File: src/rtl/sxcvr_pkg.sv
package sxcvr_pkg;

  // Configuration register bits [6:0], MSB first
  typedef struct packed {
    logic       irqOnErr;
    logic       hsOff;
    logic       hsRole;
    logic       msbFirst;
    logic       clkPol;
    logic [1:0] rateSel;
  } cfg_t;

  typedef struct packed {
    logic loadTx;
    logic startShift;
    logic leadEdge;
    logic trailEdge;
    logic finish;
  } strobe_t;

  typedef enum logic [1:0] {
    ST_IDLE  = 2'd0,
    ST_SHIFT = 2'd1,
    ST_DONE  = 2'd2
  } state_t;

endpackage

File: src/rtl/sxcvr_ctrl.sv
module sxcvr_ctrl
  import sxcvr_pkg::*;
#(
  parameter int DIV0 = 2,
  parameter int DIV1 = 16,
  parameter int DIV2 = 64,
  parameter int DIV3 = 512,
  parameter int BITS = 8
) (
  input  logic       clk,
  input  logic       rstN,
  input  logic       regWe,
  input  logic       regSel,
  input  logic [6:0] cfgWdata,
  input  logic       rdEn,
  input  logic       rdSel,
  input  logic       hsIn,
  output cfg_t       cfg,
  output strobe_t    stb,
  output logic       phase,
  output logic       txEmpty,
  output logic       rxIrq,
  output logic       hsOut,
  output logic       hsOe
);

  localparam int CW = $clog2(DIV3);
  localparam int BW = $clog2(BITS);
  localparam logic [BW-1:0] LAST_BIT = BW'(BITS - 1);

  state_t        state;
  logic [CW-1:0] cnt;
  logic [CW-1:0] divLast;
  logic [BW-1:0] bitCnt;
  logic          txFull;
  logic          rxFull;
  logic          ctsOk;
  logic          tick;
  logic          rxRead;
  logic          overrun;

  always_comb begin
    case (cfg.rateSel)
      2'd0:    divLast = CW'(DIV0 - 1);
      2'd1:    divLast = CW'(DIV1 - 1);
      2'd2:    divLast = CW'(DIV2 - 1);
      default: divLast = CW'(DIV3 - 1);
    endcase
  end

  assign ctsOk   = cfg.hsOff || cfg.hsRole || !hsIn;
  assign tick    = (state == ST_SHIFT) && (cnt == divLast);
  assign rxRead  = rdEn && rdSel;
  assign overrun = rxFull && !rxRead;

  assign stb.loadTx     = regWe && regSel;
  assign stb.startShift = (state == ST_IDLE) && txFull && ctsOk;
  assign stb.leadEdge   = tick && !phase;
  assign stb.trailEdge  = tick && phase;
  assign stb.finish     = (state == ST_DONE);

  assign txEmpty = !txFull && (state == ST_IDLE);
  assign hsOe    = cfg.hsRole && !cfg.hsOff;
  assign hsOut   = hsOe && rxFull;

  always_ff @(posedge clk or negedge rstN) begin
    if (!rstN) begin
      cfg    <= '0;
      state  <= ST_IDLE;
      cnt    <= '0;
      phase  <= 1'b0;
      bitCnt <= '0;
      txFull <= 1'b0;
      rxFull <= 1'b0;
      rxIrq  <= 1'b0;
    end else begin
      rxIrq <= 1'b0;
      if (regWe && !regSel) cfg <= cfg_t'(cfgWdata);
      if (stb.loadTx) txFull <= 1'b1;
      else if (stb.startShift) txFull <= 1'b0;
      if (rxRead) rxFull <= 1'b0;
      case (state)
        ST_IDLE: begin
          if (stb.startShift) begin
            state  <= ST_SHIFT;
            cnt    <= '0;
            phase  <= 1'b0;
            bitCnt <= '0;
          end
        end
        ST_SHIFT: begin
          if (tick) begin
            cnt   <= '0;
            phase <= ~phase;
            if (phase) begin
              bitCnt <= bitCnt + 1'b1;
              if (bitCnt == LAST_BIT) state <= ST_DONE;
            end
          end else begin
            cnt <= cnt + 1'b1;
          end
        end
        default: begin
          state  <= ST_IDLE;
          rxFull <= 1'b1;
          rxIrq  <= cfg.irqOnErr ? overrun : 1'b1;
        end
      endcase
    end
  end


  tx_busy_chk: assert property (@(posedge clk) disable iff (!rstN)
    stb.startShift |=> !txEmpty);


  edge_gap_chk: assert property (@(posedge clk) disable iff (!rstN)
    stb.leadEdge |=> !stb.trailEdge);


  cts_hold_chk: assert property (@(posedge clk) disable iff (!rstN)
    (state == ST_IDLE && !cfg.hsOff && !cfg.hsRole && hsIn && !(regWe && !regSel))
      |=> state == ST_IDLE);


  irq_src_chk: assert property (@(posedge clk) disable iff (!rstN)
    rxIrq |-> $past(state == ST_DONE));


  rts_busy_chk: assert property (@(posedge clk) disable iff (!rstN)
    (hsOe && $past(state == ST_DONE)) |-> hsOut);

endmodule

File: src/rtl/sxcvr_datapath.sv
module sxcvr_datapath
  import sxcvr_pkg::*;
#(
  parameter int BITS = 8
) (
  input  logic            clk,
  input  logic            rstN,
  input  cfg_t            cfg,
  input  strobe_t         stb,
  input  logic            phase,
  input  logic [BITS-1:0] wdata,
  input  logic            rxd,
  output logic            sclk,
  output logic            txd,
  output logic [BITS-1:0] rxByte
);

  logic [BITS-1:0] txBuf;
  logic [BITS-1:0] txSh;
  logic [BITS-1:0] rxSh;

  assign sclk = ~cfg.clkPol ^ phase;

  always_ff @(posedge clk or negedge rstN) begin
    if (!rstN) begin
      txBuf  <= '0;
      txSh   <= '0;
      rxSh   <= '0;
      rxByte <= '0;
      txd    <= 1'b1;
    end else begin
      if (stb.loadTx) txBuf <= wdata;
      if (stb.startShift) txSh <= txBuf;
      if (stb.leadEdge) txd <= cfg.msbFirst ? txSh[BITS-1] : txSh[0];
      if (stb.trailEdge) begin
        if (cfg.msbFirst) begin
          txSh <= {txSh[BITS-2:0], 1'b0};
          rxSh <= {rxSh[BITS-2:0], rxd};
        end else begin
          txSh <= {1'b0, txSh[BITS-1:1]};
          rxSh <= {rxd, rxSh[BITS-1:1]};
        end
      end
      if (stb.finish) begin
        rxByte <= rxSh;
        txd    <= 1'b1;
      end
    end
  end


  txd_move_chk: assert property (@(posedge clk) disable iff (!rstN)
    !$stable(txd) |-> $past(stb.leadEdge || stb.finish));


  rx_sample_chk: assert property (@(posedge clk) disable iff (!rstN)
    !$stable(rxSh) |-> $past(stb.trailEdge));


  rx_load_chk: assert property (@(posedge clk) disable iff (!rstN)
    !$stable(rxByte) |-> $past(stb.finish));

endmodule

File: src/rtl/sync_serial_xcvr.sv
module sync_serial_xcvr
  import sxcvr_pkg::*;
#(
  parameter int DIV0 = 2,
  parameter int DIV1 = 16,
  parameter int DIV2 = 64,
  parameter int DIV3 = 512
) (
  input  logic       clk,
  input  logic       rstN,
  input  logic       regWe,
  input  logic       regSel,
  input  logic [7:0] regWdata,
  input  logic       rdEn,
  input  logic       rdSel,
  output logic [7:0] rdData,
  output logic       sclk,
  output logic       txd,
  input  logic       rxd,
  input  logic       hsIn,
  output logic       hsOut,
  output logic       hsOe,
  output logic       rxIrq
);

  cfg_t       cfg;
  strobe_t    stb;
  logic       phase;
  logic       txEmpty;
  logic [7:0] rxByte;

  sxcvr_ctrl #(
    .DIV0(DIV0), .DIV1(DIV1), .DIV2(DIV2), .DIV3(DIV3), .BITS(8)
  ) ctrlU (
    .clk(clk), .rstN(rstN), .regWe(regWe), .regSel(regSel),
    .cfgWdata(regWdata[6:0]), .rdEn(rdEn), .rdSel(rdSel), .hsIn(hsIn),
    .cfg(cfg), .stb(stb), .phase(phase), .txEmpty(txEmpty),
    .rxIrq(rxIrq), .hsOut(hsOut), .hsOe(hsOe)
  );

  sxcvr_datapath #(.BITS(8)) dpU (
    .clk(clk), .rstN(rstN), .cfg(cfg), .stb(stb), .phase(phase),
    .wdata(regWdata), .rxd(rxd), .sclk(sclk), .txd(txd), .rxByte(rxByte)
  );

  assign rdData = rdSel ? rxByte : {txEmpty, cfg};

endmodule

File: config.mk
export PLATFORM = sky130hd
export DESIGN_NAME = sync_serial_xcvr
export DESIGN_NICKNAME = d
export VERILOG_FILES = /design/src/rtl/sxcvr_pkg.sv /design/src/rtl/sxcvr_ctrl.sv /design/src/rtl/sxcvr_datapath.sv /design/src/rtl/sync_serial_xcvr.sv
export SDC_FILE = /design/constraint.sdc
export NUM_CORES = 1
export LEC_CHECK = 0
export BUFFER_PORTS_ARGS = -buffer_cell sky130_fd_sc_hd__buf_2
export CORE_UTILIZATION = 25
export DETAILED_ROUTE_END_ITERATION = 8
export PLACE_DENSITY = 0.49
export SLEW_MARGIN = 40
export SYNTH_ARGS = -nofsm -noshare
export SYNTH_HDL_FRONTEND = slang
export SYNTH_SLANG_ARGS = --single-unit
File: constraint.sdc
create_clock -name clk -period 1.8 [get_ports clk]
set_input_delay 0 -clock clk [delete_from_list [all_inputs] [get_ports clk]]
set_output_delay 0 -clock clk [all_outputs]
set_load 0.01 [all_outputs]
==> impl_metrics.yaml, run 1 <==
run_status:
  status: "finished, violations left"
  violations: "negative setup slack"
die:
  start_util_pct: 25.82
  io_pins: 29
  die_w_um: 108.3
  die_area_um2: 11720
  row_count: 38
  core-area_um2: 10940
  die_height_um: 108.3
placed_design:
  gp_congestion: 0.7634
  hpwlAfterDp_um: 4643
  dpl_cell_area_um2: 3348
  io_buffers: 28
clocking:
  path_clk_slew_ns: 0.05
  cts_setup_buffers: 0
  cts_tree: "built"
  root_buffer: "clkbuf_16"
  h-tree-depth: 3
  cts_buffer_depth: 2
  clk-insertion-delay-late_ns: 0.32
  clkSinkCount: 58
  cts_buffers: 9
logic_synthesis:
  synth_seq_cells: 58
  syn_nets: 250
  yosysUniqueCellTypes: 39
  yosys.area.top_type: "dfrtp_1"
  synth_edf_count: 0
  synth_cells: 231
  ys_seq_area_share_pct: 51.44
  syn_avg_cell_area_um2: 12.22
  yosys-top-cells-area: "dfrtp_1, mux2_2, mux2i_1"
  ys_warn_count: 0
  synth_top_area_share_pct: 50.51
  synth_area_um2: 2824
  ys_async_sr_fraction_pct: 100.0
  ys.flop_type: "dfrtp_1"
power_and_ir_drop:
  combPwrFrac_pct: 29.0
  power_w: 0.005210
  power_per_cell_area_nw_per_um2: 1369
  irDropWorstVdd_mv: 0.5422
  p_clk_share_pct: 34.9
  p_leak_nw: 1.907
  switchingPower_w: 0.001596
  netSwitchingFraction_pct: 30.63
  seqPwrFrac_pct: 36.1
  power.internal_w: 0.003614
routing:
  drt-total-wl_um: 6539
  ant_nets: 0
  dr.first_iter.drc_count: 62
  avgRoutedWirePerCell_um: 14.60
  drc: 0
  vias_per_cell: 4.487
  dr.pass1.iters: 6
  num_vias: 2010
global_route:
  grt_max_degree: 30
  grt.overflow.total: 0
  grt_usage_pct: 12.11
  grt_pass1_vias: 2012
  antenna_found_initial: 0
  grt_pass1_wl_um: 10470
timing:
  fmax_mhz: 535.7
  final.setup.tns_ns: -0.8292
  finalSetupViolCount: 21
  skew_ns: 0.005353
  hold_violations: 0
  finalCritPeriodShare_pct: 103.7
  worst_slew_pin_slew_ns: 0.6720
  setup_ws_ns: -0.06683
  relSlewSlack_pct: 55.20
  grt_setup_unrepaired: "yes"
  period_minus_slack_ns: 1.867
  drv_slew: 0
setup_path:
  arrival_ns: 2.07
  critPathMaxStageDelay_ns: 0.37
  crit_slowest_cell: "or3_1"
  critPathRequiredTime_ns: 2.00
  crit_path_end_kind: "register"
  crit_chain: "or3_1, o31a_1, nor3_4, nand3_4, buf_6, mux2i_1"
  critPathKind: "reg -> reg"
  crit_fanout: 11
  start_kind: "register"
cells_and_area:
  antenna_cells: 0
  fillers: 1099
  ff_latch_area_um2: 1454
  layout-drive-gt1-share_pct: 42.53
  multi_input_area_um2: 1350
  stdcell_area_um2: 3805
  area_delta_synth_final_pct: 34.74
  fin_nets: 322
min_path:
  hold_path_class: "in -> reg"
flow_run:
  drv_cap: 0
## placed cells by master, fill, tap and decap left out, drive strengths merged
cell type     n
a41oi         1
a21oi         3
o2111ai       1
dfrtp        57
buf          60
or2           1
inv           4
clkbuf        9
a31oi         4
xnor2         3
o31ai         1
mux2i        27
a21o          2
o21ai         6
ha            3
a22o          1
clkinv        4
and3          3
and2          1
a21bo         1
nor2          7
nand2b        4
nor3          4
a21boi        1
nor4          1
nand4         1
bufinv        2
dlygate4sd3  10
nand2        23
or3           4
a2111oi       1
o31a          1
nand3         5
o211ai        1
dfstp         1
mux2         46
nor2b         3
or3b          1
## path summary, 6_finish.rpt
kind,start,to,slack (ns),depth (start not counted)
min reg2reg,ctrlU.bitCnt[0],ctrlU.bitCnt[0],0.50,1
min in group asynchronous,rstN,ctrlU.cnt[4],0.25,2
max reg2reg,ctrlU.cnt[2],dpU.txSh[7],-0.07,6
max,ctrlU.cnt[2],dpU.txSh[7],-0.07,6
max in group asynchronous,rstN,dpU.txSh[1],0.92,3
min,rxd,dpU.rxSh[7],0.07,3
## registers in the layout, indices dropped and copies added, names as in the netlist
| register | flops |
|---|---|
| ctrlU.txFull | 1 |
| ctrlU.rxIrq | 1 |
| ctrlU.phase | 1 |
| dpU.txSh | 8 |
| dpU.txBuf | 8 |
| ctrlU.cfg | 7 |
| ctrlU.cnt | 9 |
| dpU.txd | 1 |
| dpU.rxByte | 8 |
| ctrlU.state | 2 |
| ctrlU.bitCnt | 3 |
| ctrlU.rxFull | 1 |
| dpU.rxSh | 8 |
## cell families after synthesis
| family | after synthesis | share of synthesized area [%] |
|---|---|---|
| compound gates | 24 | 5.716 |
| buf+inv | 12 | 1.949 |
| mux | 73 | 27.91 |
| flops | 58 | 51.44 |
| xor+xnor | 3 | 0.9306 |
| fa+ha+maj | 3 | 1.329 |
| simple gates | 58 | 10.72 |
## worst max-delay path: cells and delay by family (launching register included)
kind / cells / cell delay (ns)
DFF: 1 / 0.36
muxes: 1 / 0.13
and+or+nand+nor: 3 / 0.73
AOI/OAI and AO/OA: 1 / 0.29
buffers and inverters: 1 / 0.22
## cells in the mapped netlist, types with 4 or more instances
cell type,number
a31oi_1,4
clkbuf_1,5
dfrtp_1,57
mux2_2,46
mux2i_1,27
nand2_1,23
nand2b_1,4
nand3_1,4
nor2_1,7
o21ai_0,6
or3_1,4
## power groups by stage
stage / clock network [W] / registers (W) / logic (W)
floorplan: 0 / 0.00185 / 0.000851
global placement: 0 / 0.00189 / 0.00142
detailed placement: 0 / 0.00190 / 0.00145
CTS: 0.00187 / 0.00189 / 0.00152
global route: 0.00193 / 0.00193 / 0.00166
finish: 0.00182 / 0.00188 / 0.00151
## metal layers
metal	vias up	track usage (%)	routed length, um
met5	-	0	0
met4	0	3.282	81
met3	8	4.280	250
met2	39	18.15	2969
met1	977	16.48	3238
li1	986	-	-
## stage by stage
step | std cells | hold WS (ns) | util (%) | setup WS, ns
after floorplan | 231 | -0.2956 | - | -0.06438
after detailed placement | 422 | 0.08745 | 30.62 | -0.1201
after global placement | 422 | 0.08352 | 30.62 | -0.09508
after global routing | 448 | 0.07949 | 34.79 | -0.1406
after CTS | 448 | 0.06023 | 34.78 | -0.08758
final | 448 | 0.06770 | 34.79 | -0.06683
## cell type report
type                       count  area share (%)
tap                          140           4.604
multi-input combinational    161           35.48
inverter                       3          0.2960
timing repair buffer          70           13.05
clock inverter                 7           2.433
clock buffer                   9           5.919
sequential                    58           38.21
## repair_timing
item,in CTS,in global routing
gates resized for setup,6,1
pin swaps,1,1
hold buffers,10,0
setup endpoints to repair,22,23
endpoints found under the hold margin,42,0
Power figures use the tool's default switching activity.
==> run 2, diff against run 1 <==
- SYNTH_HIERARCHICAL: not set -> 1
==> run 2 against run 1 <==
The flow still finishes with violations (negative setup slack). Utilization is 0.61 points higher. Sequential power is 3% lower. Register-to-register slack worse by 0.03 ns. Worst hold slack worse by 0.051 ns. Count of clock-buffer cells in the layout is 4 higher. Clock power hardly changed. Clock skew is 0.0014 ns higher.
==> impl_metrics.yaml, run 2 <==
clocking:
  clk-insertion-delay-late_ns: 0.33
  root_buffer: "clkbuf_16"
  cts_tree: "built"
  h-tree-depth: 3
  path_clk_slew_ns: 0.05
  cts_buffer_depth: 2
  clkSinkCount: 58
  cts_buffers: 9
flow_run:
  drv_cap: 0
die:
  core-area_um2: 11030
  die_area_um2: 11940
  row_count: 38
  start_util_pct: 26.08
  die_height_um: 109.3
  die_w_um: 109.3
  io_pins: 29
power_and_ir_drop:
  power_w: 0.004653
  p_clk_share_pct: 38.9
  power_per_cell_area_nw_per_um2: 1191
  irDropWorstVdd_mv: 0.4070
  combPwrFrac_pct: 21.7
  switchingPower_w: 0.001311
  p_leak_nw: 1.769
  seqPwrFrac_pct: 39.4
  power.internal_w: 0.003341
  netSwitchingFraction_pct: 28.18
setup_path:
  crit_chain: "or3_1, o31a_1, nor3_2, and3_4, buf_12, mux2i_1"
  r2r_start: "ctrlU/cnt[1]"
  critPathMaxStageDelay_ns: 0.37
  crit_family: "simple AND/OR/NAND/NOR gates"
  critPathKind: "reg -> reg"
  worstReg2RegEnd: "ctrlU/bitCnt[0]"
  cp_num_buf_inv: 1
  critPathRequiredTime_ns: 2.04
  reg2reg_depth: 6
  arrival_ns: 2.14
  crit_slowest_cell: "dfrtp_1"
  start_kind: "register"
  crit_path_end_kind: "register"
  r2r_slack_ns: -0.09
  crit_fanout: 8
logic_synthesis:
  ys_seq_area_share_pct: 50.50
  synth_commonest_cells: "dfrtp_1, mux2i_1, mux2_2"
  ys.flop_type: "dfrtp_1"
  yosysUniqueCellTypes: 44
  synth_edf_count: 0
  ys_async_sr_fraction_pct: 100.0
  yosys.area.top_type: "dfrtp_1"
  yosys-top-cells-area: "dfrtp_1, mux2i_1, mux2_2"
  ys_warn_count: 6
  syn_nets: 254
  syn_avg_cell_area_um2: 12.24
  synth.most_common_cell: "dfrtp_1"
  synth_top_area_share_pct: 49.59
  synth_seq_cells: 58
  synth_area_um2: 2877
  synth_cells: 235
cells_and_area:
  antenna_cells: 0
  area_delta_synth_final_pct: 35.75
  fin_nets: 320
  stdcell_area_um2: 3905
  largest-register: "ctrlU/cnt"
  largest_register_ffs: 9
  ff_latch_area_um2: 1454
  layout-drive-gt1-share_pct: 42.48
  final_cells: 446
  multi_input_area_um2: 1416
  layout_common_cells: "dfrtp_1, mux2i_1, buf_2"
  final_common_cell: "dfrtp_1"
  fillers: 1113
global_route:
  grt_usage_pct: 12.26
  grt_pass1_wl_um: 10720
  grt_pass1_vias: 1961
  antenna_found_initial: 0
  grt.overflow.total: 0
  grt_max_degree: 30
placed_design:
  dpl_cell_area_um2: 3306
  post-place-ws_ns: -0.2013
  gp_congestion: 0.7442
  io_buffers: 28
  dp.cells: 416
  hpwlAfterDp_um: 4736
timing:
  relSlewSlack_pct: 60.25
  skew_ns: 0.006754
  setup_ws_ns: -0.09452
  hold_violations: 0
  fmax_mhz: 527.8
  finalCritPeriodShare_pct: 105.3
  period_minus_slack_ns: 1.895
  worst_slew_pin_slew_ns: 0.5918
  drv_slew: 0
  finalSetupViolCount: 25
  grt_setup_unrepaired: "yes"
routing:
  drc: 0
  vias_per_cell: 4.608
  ant_nets: 0
  dr.pass1.iters: 4
  avgRoutedWirePerCell_um: 14.86
  dr.first_iter.drc_count: 86
  num_vias: 2055
  drt-total-wl_um: 6628
run_status:
  status: "finished, violations left"
  violations: "negative setup slack"
min_path:
  min_to: "dpU/rxSh[7]"
  hp-start: "rxd"
  min_path_cells: 3
  hold_path_class: "in -> reg"
## run 2: changes by cell type after synthesis, sizes merged, moves of 6 or more
cell   previous run  this run
nor2              7        14
buf               4        10
mux2             46        31
nand2            23        10
a21oi             3         9
mux2i            27        33
## run 2: power groups by stage
stage	clock network (W)	logic, W	registers, W
4_1_cts	0.00185	0.000976	0.00183
6_report	0.00181	0.00101	0.00183
3_3_place_gp	0	0.000905	0.00183
5_1_grt	0.00191	0.00111	0.00187
3_5_place_dp	0	0.000922	0.00183
2_1_floorplan	0	0.000575	0.00178
## run 2: cell families (layout without fill, tap and decap cells)
kind of cell,after synthesis,in the layout,synth area share [%]
buf+inv,17,88,4.089
compound gates,36,36,8.526
fa+ha+maj,3,3,1.305
mux,64,64,24.66
xor+xnor,3,3,0.9136
simple gates,54,54,10.00
flops,58,58,50.50
## run 2: per-stage QoR
| stage | TNS, ns | util [%] | hold WS (ns) |
|---|---|---|---|
| 2_1_floorplan | -1.796 | - | -0.2956 |
| 3_3_place_gp | -2.750 | 29.97 | -0.04552 |
| 3_5_place_dp | -3.551 | 29.97 | -0.04812 |
| 4_1_cts | -1.529 | 35.00 | 0.01057 |
| 5_1_grt | -3.929 | 35.40 | 0.02737 |
| 6_report | -1.037 | 35.40 | 0.01716 |
## run 2: repair_timing
action,CTS,global route
hold buffers,10,0
hold endpoints to repair,58,0
cloned,2,0
resized for setup,22,17
pin swaps,4,3
setup buffers,2,1
setup endpoints to repair,27,27
## run 2: cell type report
type,count,area share [%]
flip-flops and latches,58,37.23
repair buffers,67,13.20
well taps,140,4.486
clock inverters,3,1.153
clock buffers,13,7.177
multi-input cells,160,36.27
inverters,5,0.4806
## run 2: worst min-delay path: cells and delay by family
kind	cells	cell delay, ns
compound gates	1	0.13
buf+inv	1	0.10
mux	1	0.06
## run 2: worst max path at each step
stage                            start               to  slack, ns  cells after the start
after detailed placement  ctrlU/cfg[1]  ctrlU/bitCnt[0]      -0.20                      6
final                     ctrlU/cnt[1]  ctrlU/bitCnt[0]      -0.09                      6
after floorplan           ctrlU/cnt[1]      dpU/rxSh[2]      -0.15                      9
after global placement    ctrlU/cfg[1]      dpU/txSh[4]      -0.12                      6
after global routing      ctrlU/cnt[1]  ctrlU/bitCnt[0]      -0.22                      6
after CTS                 ctrlU/cnt[1]     ctrlU/cnt[2]      -0.13                      5
## run 2: layer usage
metal | GRT usage, % | vias up | part of all wire [%]
met4 | 4.000 | 0 | 1.6
met2 | 17.79 | 48 | 43
met1 | 17.42 | 1012 | 51
met5 | 0 | - | 0
li1 | - | 986 | -
met3 | 3.467 | 9 | 4.3
==> run 3, diff against run 2 <==
- CTS_BUF_LIST: not set -> sky130_fd_sc_hd__clkbuf_2 sky130_fd_sc_hd__clkbuf_4 sky130_fd_sc_hd__clkbuf_8
- clock period: 1.8 -> 1.6 ns (I/O delays scaled with it)
==> run 3 against run 2 <==
Critical path depth did not move. The flow still finishes with violations (negative setup slack). Power fell by 3.2%. Clock skew rose by 0.0027 ns. Die area did not move. Count of clock-buffer cells in the layout fell by 1. Largest power group unchanged. Worst hold slack improved by 0.091 ns. Critical path type unchanged.
==> impl_metrics.yaml, run 3 (synthesized netlist as in run 2, its figures left out) <==
setup_path:
  crit_chain: "or3_1, o31a_1, nor3_2, and3_4, clkbuf_16, mux2i_1"
  crit_slowest_cell: "dfrtp_1"
  r2r_slack_ns: -0.29
  arrival_ns: 2.14
  r2r_start: "ctrlU/cnt[1]"
  critPathRequiredTime_ns: 1.85
  crit_path_end_kind: "register"
  critPathKind: "reg -> reg"
  start_kind: "register"
  crit_fanout: 7
  startpoint: "ctrlU/cnt[1]"
  worstReg2RegEnd: "dpU/txSh[1]"
  critPathMaxStageDelay_ns: 0.37
  crit_family: "simple AND/OR/NAND/NOR gates"
  reg2reg_depth: 6
  cp_num_buf_inv: 1
power_and_ir_drop:
  p_leak_nw: 1.746
  power_per_cell_area_nw_per_um2: 1177
  power_w: 0.004502
  irDropWorstVdd_mv: 0.4299
placed_design:
  post-place-ws_ns: -0.3088
  dp.cells: 421
  gp_congestion: 0.7399
  io_buffers: 28
  hpwlAfterDp_um: 4731
global_route:
  grt.overflow.total: 0
  grt_max_degree: 59
  antenna_found_initial: 0
  grt_usage_pct: 12.44
  grt_pass1_vias: 2069
  grt_pass1_wl_um: 10980
run_status:
  status: "finished, violations left"
  violations: "negative setup slack"
die:
  row_count: 38
  die_area_um2: 11940
  die_w_um: 109.3
  start_util_pct: 26.08
  core-area_um2: 11030
  die_height_um: 109.3
  io_pins: 29
cells_and_area:
  final_cells: 452
  utilization_pct: 34.68
  fillers: 1135
  largest_register_ffs: 9
  largest-register: "ctrlU/cnt"
  fin_nets: 327
  area_delta_synth_final_pct: 32.97
  final_common_cell: "dfrtp_1"
  layout-drive-gt1-share_pct: 42.63
  antenna_cells: 0
  layout_common_cells: "dfrtp_1, mux2i_1, buf_4"
routing:
  vias_per_cell: 4.608
  avgRoutedWirePerCell_um: 14.93
  dr.pass1.iters: 4
  num_vias: 2083
  dr.first_iter.drc_count: 73
  drt-total-wl_um: 6749
  drc: 0
  ant_nets: 0
clocking:
  clk-insertion-delay-late_ns: 0.33
  cts_tree: "built"
  path_clk_slew_ns: 0.06
  cts_buffer_depth: 2
  h-tree-depth: 3
  clkSinkCount: 58
  cts_buffers: 9
  root_buffer: "clkbuf_8"
timing:
  drv_slew: 0
  hold_violations: 0
  setup_ws_ns: -0.2930
  finalCritPeriodShare_pct: 118.3
  finalSetupViolCount: 27
  worst_slew_pin_slew_ns: 0.5546
  final.setup.tns_ns: -6.299
  period_minus_slack_ns: 1.893
  relSlewSlack_pct: 62.74
  skew_ns: 0.009456
  fmax_mhz: 528.3
  grt_setup_unrepaired: "yes"
min_path:
  min_to: "ctrlU/rxFull"
  hp-start: "rdSel"
  hold_path_class: "in -> reg"
  min_path_cells: 4
flow_run:
  drv_cap: 0
[run 3: layout make-up]
| cell class | instances | area (um2) | share of cell area, % |
|---|---|---|---|
| repair buffers | 74 | 588.1 | 15.37 |
| well taps | 140 | 175.2 | 4.580 |
| multi-input cells | 160 | 1416 | 37.03 |
| clock inverters | 3 | 15.01 | 0.3925 |
| flip-flops and latches | 58 | 1453 | 37.98 |
| inverters | 5 | 18.77 | 0.4907 |
| clock buffers | 12 | 158.9 | 4.154 |
[run 3: how the worst max path moves through the flow]
stage                      endpoint  slack [ns]  depth (start not counted)
floorplan               dpU/rxSh[2]       -0.35                          9
global placement       ctrlU/cnt[2]       -0.30                          5
detailed placement     ctrlU/cnt[6]       -0.31                          5
CTS                 ctrlU/bitCnt[1]       -0.30                          6
global route           ctrlU/cnt[4]       -0.37                          7
finish                  dpU/txSh[1]       -0.29                          6
[run 3: where the power goes]
| part | internal [W] | switching [W] |
|---|---|---|
| sequential | 0.00176 | 0.000287 |
| clock | 0.000647 | 0.000564 |
| combinational | 0.000689 | 0.000550 |
[run 3: what timing repair did]
action	4_1_cts	5_1_grt
setup endpoints to repair	27	29
pin swaps	2	8
cloned	1	1
buffers inserted	2	1
resized for setup	11	21
hold buffers	11	0
endpoints found under the hold margin	76	0
[run 3: layer usage]
metal	track usage [%]	part of all wire (%)
met5	0	0
met3	3.048	3.1
met4	4.286	1.5
met1	17.60	51
met2	18.37	44
[run 3: tightest hold or removal path, delay by kind of cell]
kind	cells	cell delay, ns
buffers and inverters	1	0.19
and+or+nand+nor	3	0.21
[run 3: per-stage QoR]
step                      area, um2  hold WS [ns]
after global routing           3825        0.1380
final                          3825        0.1085
after floorplan                2894       -0.2956
after CTS                      3710        0.1020
after global placement         3356       0.03052
after detailed placement       3356       0.03812
